## config.mk

```make
export PLATFORM = sky130hd
export DESIGN_NAME = msc_modem_irq
export DESIGN_NICKNAME = d
export VERILOG_FILES = /design/src/rtl/msc_modem_irq_pkg.sv /design/src/rtl/msc_sync.sv /design/src/rtl/msc_change_det.sv /design/src/rtl/msc_irq_fsm.sv /design/src/rtl/msc_modem_irq.sv
export SDC_FILE = /design/constraint.sdc
export NUM_CORES = 1
export LEC_CHECK = 0
export BUFFER_PORTS_ARGS = -buffer_cell sky130_fd_sc_hd__buf_2
export CAP_MARGIN = 20
export CORE_UTILIZATION = 40
export DETAILED_ROUTE_END_ITERATION = 10
export PLACE_DENSITY = 0.74
export SLEW_MARGIN = 10
export SYNTH_ARGS = -nofsm -noshare
export SYNTH_HDL_FRONTEND = slang
export SYNTH_HIERARCHICAL = 1
export SYNTH_SLANG_ARGS = --single-unit
```

## constraint.sdc

```tcl
create_clock -name clk -period 0.9 [get_ports clk]
set_clock_uncertainty 0.1 [all_clocks]
set_input_delay 0.045 -clock clk [delete_from_list [all_inputs] [get_ports clk]]
set_output_delay 0.045 -clock clk [all_outputs]
set_load 0.005 [all_outputs]
```

## src/rtl/msc_modem_irq_pkg.sv

```systemverilog
package msc_modem_irq_pkg;

    localparam int unsigned NUM_LINES = 4;
    localparam int unsigned SYNC_STAGES = 2;

    localparam int unsigned LN_CTS = 0;
    localparam int unsigned LN_DSR = 1;
    localparam int unsigned LN_RI  = 2;
    localparam int unsigned LN_DCD = 3;

    typedef enum logic {
        EDGE_ANY   = 1'b0,
        EDGE_TRAIL = 1'b1
    } edge_kind_e;

    typedef enum logic {
        IRQ_IDLE   = 1'b0,
        IRQ_RAISED = 1'b1
    } irq_state_e;

endpackage

```

## src/rtl/msc_sync.sv

```systemverilog
module msc_sync #(
    parameter int unsigned STAGES  = 2,
    parameter logic        RST_VAL = 1'b1
) (
    input  logic clk,
    input  logic rst_n,
    input  logic async_i,
    output logic sync_o
);
    logic [STAGES-1:0] chain_q;

    always_ff @(posedge clk or negedge rst_n) begin
        if (!rst_n) begin
            chain_q <= {STAGES{RST_VAL}};
        end else begin
            chain_q <= {chain_q[STAGES-2:0], async_i};
        end
    end

    assign sync_o = chain_q[STAGES-1];
endmodule

```

## src/rtl/msc_change_det.sv

```systemverilog
module msc_change_det
    import msc_modem_irq_pkg::*;
#(
    parameter edge_kind_e EDGE    = EDGE_ANY,
    parameter logic       RST_VAL = 1'b1
) (
    input  logic clk,
    input  logic rst_n,
    input  logic level_i,
    input  logic clear_i,
    output logic flag_o
);
    logic prev_q;
    logic flag_q;
    logic hit;

    generate
        if (EDGE == EDGE_TRAIL) begin : g_trail
            // pin low (asserted) to high (released)
            assign hit = !prev_q && level_i;
        end else begin : g_any
            assign hit = prev_q != level_i;
        end
    endgenerate

    always_ff @(posedge clk or negedge rst_n) begin
        if (!rst_n) begin
            prev_q <= RST_VAL;
            flag_q <= 1'b0;
        end else begin
            prev_q <= level_i;
            flag_q <= hit | (flag_q & ~clear_i);
        end
    end

    assign flag_o = flag_q;
endmodule

```

## src/rtl/msc_irq_fsm.sv

```systemverilog
module msc_irq_fsm
    import msc_modem_irq_pkg::*;
(
    input  logic                 clk,
    input  logic                 rst_n,
    input  logic [NUM_LINES-1:0] flags_i,
    input  logic                 ms_irq_en,
    input  logic                 auto_cts_en,
    input  logic                 cts_irq_en,
    output logic                 irq_o
);
    irq_state_e state_q, state_d;
    logic       cts_cause;
    logic       other_cause;
    logic       cause;

    always_comb begin
        cts_cause   = flags_i[LN_CTS] & (~auto_cts_en | cts_irq_en);
        other_cause = flags_i[LN_DSR] | flags_i[LN_RI] | flags_i[LN_DCD];
        cause       = ms_irq_en & (cts_cause | other_cause);
    end

    always_ff @(posedge clk or negedge rst_n) begin
        if (!rst_n) begin
            state_q <= IRQ_IDLE;
        end else begin
            state_q <= state_d;
        end
    end

    always_comb begin
        state_d = state_q;
        unique case (state_q)
            IRQ_IDLE:   if (cause)  state_d = IRQ_RAISED;   // raise
            IRQ_RAISED: if (!cause) state_d = IRQ_IDLE;     // drop
            default:    state_d = IRQ_IDLE;
        endcase
    end

    always_comb begin
        unique case (state_q)
            IRQ_RAISED: irq_o = 1'b1;
            default:    irq_o = 1'b0;
        endcase
    end
endmodule

```

## src/rtl/msc_modem_irq.sv

```systemverilog
module msc_modem_irq
    import msc_modem_irq_pkg::*;
(
    input  logic                 clk,
    input  logic                 rst_n,
    input  logic                 cts_pin_n,
    input  logic                 dsr_pin_n,
    input  logic                 ri_pin_n,
    input  logic                 dcd_pin_n,
    input  logic                 ms_irq_en,
    input  logic                 auto_cts_en,
    input  logic                 cts_irq_en,
    input  logic                 status_rd,
    output logic [NUM_LINES-1:0] delta_o,
    output logic [NUM_LINES-1:0] line_state_o,
    output logic                 irq_o
);
    logic [NUM_LINES-1:0] pins_n;
    logic [NUM_LINES-1:0] sync_n;
    logic [NUM_LINES-1:0] flags;

    assign pins_n = {dcd_pin_n, ri_pin_n, dsr_pin_n, cts_pin_n};

    generate
        for (genvar i = 0; i < NUM_LINES; i++) begin : g_line
            localparam edge_kind_e KIND = (i == LN_RI) ? EDGE_TRAIL : EDGE_ANY;

            msc_sync #(
                .STAGES  (SYNC_STAGES),
                .RST_VAL (1'b1)
            ) u_sync (
                .clk     (clk),
                .rst_n   (rst_n),
                .async_i (pins_n[i]),
                .sync_o  (sync_n[i])
            );

            msc_change_det #(
                .EDGE    (KIND),
                .RST_VAL (1'b1)
            ) u_det (
                .clk     (clk),
                .rst_n   (rst_n),
                .level_i (sync_n[i]),
                .clear_i (status_rd),
                .flag_o  (flags[i])
            );
        end
    endgenerate

    msc_irq_fsm u_fsm (
        .clk         (clk),
        .rst_n       (rst_n),
        .flags_i     (flags),
        .ms_irq_en   (ms_irq_en),
        .auto_cts_en (auto_cts_en),
        .cts_irq_en  (cts_irq_en),
        .irq_o       (irq_o)
    );

    assign delta_o      = flags;
    assign line_state_o = ~sync_n;
endmodule

```

==> implementation parameters <==
Parameter                              Value

STA
  Max Freq    around 900 MHz
  Minimum setup slack in the final design    -0.215 ns
  Final period utilization    124%
  Shortest period the worst path allows    1.11 ns
  Final hold violations    0
  Total of endpoints with negative setup slack in the final report    14
  Worst-Margin Slew    0.369 ns
  Setup repair after global routing missed its margin    yes
  Max-slew violations    0
  Slew HR    between 70% and 80%
  Worst hold slack after final layout    0.119 ns

Worst setup path
  Worst stage delay on the critical path    0.56 ns
  Required time worst endpoint    roughly 0.75 ns
  Sort of element at the end of the critical path    output pin
  Reg-to-reg critical path endpoint    g_line[0].u_det/flag_o
  Slowest cell on the critical path    sky130_fd_sc_hd__dfstp_2
  Series of cell instances along the critical path    inv_2 -> buf_6
  Reg-to-reg setup timing slack    -0.14 ns
  Number of cell instances on the worst register-to-register path    3
  Arrival time at the worst endpoint    0.97 ns
  Worst-path maximum fanout    2
  Reg2reg start    g_line[0].u_sync/chain_q[1]
  Crit path kind    reg2out
  Critical Path Source Type    flip-flop

Layout
  Final Net Count    87
  Utilization after layout    between 60% and 70%
  Synthesis-to-finish area growth    60.7%
  Antenna diodes    0
  Ratio of cells with drive above 1 in the final layout    roughly 63%
  Post-route insts no fill    91

Synthesis
  Post-synthesis cell area    554 um2
  Post-Synthesis Cells    37
  Biggest area contributors in the synthesized netlist    sky130_fd_sc_hd__dfstp_2 57%, sky130_fd_sc_hd__dfrtp_1 23%, sky130_fd_sc_hd__inv_1 6.8%, sky130_fd_sc_hd__xnor2_1 4.7%, sky130_fd_sc_hd__o21ai_1 3.6%
  Xor-xnor portion of the synthesized cell area    4.74%
  Adder-cell share of the synthesized area    0%
  Yosys warning total    6
  Post-Syn Area per Cell    15.0 um2
  Synth Net Count    47
  Multiplexer share of the synthesized area    0%
  Share of the synthesized area in compound gates (AO/OA/AOI/OAI)    7.22%
  Number of storage elements in the synthesis netlist    17
  Combinational family with the most area after synthesis    compound AO/OA/AOI/OAI gates
  Unique cell type count in the Yosys netlist    8
  Area share of the leading cell type in the synthesized netlist    56.9%
  Top cell type by total area after synthesis    sky130_fd_sc_hd__dfstp_2
  Synth Area in Simple Gates    under 10%
  Share of the yosys chip area belonging to registers    79.5%

Run
  Max-capacitance violation count    0

Power
  Cell Pwr Density    1650 nW/um2
  Post-route total power    0.00147 W
  Net switching power    0.000329 W
  Fraction of power consumed by the clock network    26.4%
  Worst vdd rail ir drop    around 1.4 mV
  Internal power of the cells    around 0.0011 W
  Static leakage    0.440 nW
  Switching share of power    22.3%
  Logic pwr share    between 10% and 20%
  Share of power burned in registers    59.1%

Die
  Std-Cell Core Area    1300 um2
  Std cell rows    13
  Die Span Y    39.2 um
  Width of the chip    39.2 um
  Initial core utilization    between 40% and 50%
  Count of pins on the block boundary    19
  Total die area    1540 um2

Clock tree
  Clock root buffer    sky130_fd_sc_hd__clkbuf_4
  Inserted Clock Buffers    3
  Number of buffers on the longest clock path    2
  H-tree Lvls    1
  Clock slew at reported path FFs    0.09 ns
  Clock tree from TritonCTS    done
  Sinks on the clock net    17
  Clk Latency, worst-skew pair    0.28 ns

Placed design
  # placed instances    70
  Last weighted congestion value of the routability-driven placer    0.592
  IO buf count    18
  HPWL after detailed placement    ~520 um

Global routing
  Pin count of the biggest net entering global routing    18
  Initial antenna violation count    0
  Total congestion overflow    0
  Number of global-route vias before repair    between 300 and 400
  GRT Overall Usage    13.7%
  First-pass GRT wire length    1350 um

Detailed routing
  Routed wirelength normalized by instance count    10.4 um
  Number of vias per cell    4.24
  Detailed-route DRC error count    0
  Routed vias    a little under 400
  Remaining antenna violation count    0
  Violation count after the first detailed-route iteration    0
  Number of search-and-repair iterations in the first detailed-routing pass    1
  Drt total wl    950 um

Status
  Status    finished with violations
  Violated checks    setup timing

Worst hold path
  Hold Path Class    in2async
-- critical path: cells and delay by family, from the launching register on --
| kind | cells | cell delay (ns) |
|---|---|---|
| flip-flops | 1 | 0.56 |
| buffers and inverters | 2 | 0.14 |
-- Yosys cell counts --
master	n
sky130_fd_sc_hd__o21ai_1	4
sky130_fd_sc_hd__dfstp_2	12
sky130_fd_sc_hd__dfrtp_1	5
sky130_fd_sc_hd__o22ai_2	1
sky130_fd_sc_hd__nor3_2	1
sky130_fd_sc_hd__inv_1	10
sky130_fd_sc_hd__xnor2_1	3
sky130_fd_sc_hd__a21boi_1	1
-- metrics by stage --
stage | cell area [um2] | setup TNS, ns | setup WS, ns
after floorplan | 554 | -0.0411 | -0.0137
after global placement | 663 | -0.0869 | -0.0363
after detailed placement | 663 | -0.133 | -0.0504
after CTS | 843 | -1.62 | -0.220
after global routing | 891 | -2.26 | -0.254
final | 891 | -1.65 | -0.215
-- final cells by class --
type | count | area (um2)
Clock buffer | 4 | 26.3
Tap cell | 15 | 18.8
Multi-Input combinational cell | 10 | 97.6
Inverter | 10 | 37.5
Sequential cell | 17 | 440
Timing Repair Buffer | 35 | 270
Fill cell | 98 | 410
-- metal layers --
layer  part of all wire, %  wire length (um)  GRT usage [%]
met5                     0                 0              0
met3                   4.4                42           3.47
met1                    44               418           13.4
met2                    51               488           26.7
met4                     0                 0           5.17
-- kinds of logic (layout without fill, tap and decap cells) --
| group | Yosys count | after routing |
|---|---|---|
| buf+inv | 10 | 49 |
| simple gates | 1 | 1 |
| flops | 17 | 17 |
| xor+xnor | 3 | 3 |
| compound gates | 6 | 6 |
-- timing repair --
action                                 4_1_cts  5_1_grt
endpoints found under the hold margin       26        0
setup endpoints to repair                   14       14
gates cloned                                 0        0
buffers inserted                             7        1
hold buffers                                 9        0
resized for setup                            2       10
pin swaps                                    2        0
-- power groups by stage --
stage	logic (W)	registers (W)	clock network [W]
floorplan	0.0000423	0.000878	0
global placement	0.000112	0.000877	0
detailed placement	0.000115	0.000880	0
CTS	0.000188	0.000862	0.000400
global route	0.000237	0.000877	0.000441
finish	0.000212	0.000870	0.000389
-- state kept, by name, indices dropped and copies added, names as in the netlist --
signal,flops
g_line.u_sync/chain_q,8
g_line.u_det/prev_q,4
u_fsm/state_q,1
g_line.u_det/flag_o,4
-- worst max path at each step --
stage	start	slack, ns	cells after the start	end
detailed placement	g_line[1].u_sync/chain_q[1]	-0.05	2	g_line[1].u_det/flag_o
CTS	g_line[1].u_sync/chain_q[1]	-0.22	2	line_state_o[1]
floorplan	g_line[0].u_sync/chain_q[1]	-0.01	2	g_line[0].u_det/flag_o
global placement	g_line[1].u_sync/chain_q[1]	-0.04	2	g_line[1].u_det/flag_o
global route	g_line[0].u_sync/chain_q[1]	-0.25	2	line_state_o[0]
finish	g_line[3].u_sync/chain_q[1]	-0.21	2	line_state_o[3]
-- layout by cell type (no fill, tap or decap) --
cell / n
sky130_fd_sc_hd__buf_2: 15
sky130_fd_sc_hd__nor3_4: 1
sky130_fd_sc_hd__inv_2: 3
sky130_fd_sc_hd__xnor2_2: 2
sky130_fd_sc_hd__clkbuf_4: 3
sky130_fd_sc_hd__buf_6: 6
sky130_fd_sc_hd__o22ai_2: 1
sky130_fd_sc_hd__xnor2_1: 1
sky130_fd_sc_hd__dlygate4sd3_1: 9
sky130_fd_sc_hd__inv_1: 7
sky130_fd_sc_hd__dfrtp_1: 5
sky130_fd_sc_hd__a21boi_1: 1
sky130_fd_sc_hd__clkbuf_1: 1
sky130_fd_sc_hd__dfstp_2: 12
sky130_fd_sc_hd__buf_4: 5
sky130_fd_sc_hd__o21ai_1: 4
No activity file was read; power rests on OpenSTA's default activity.
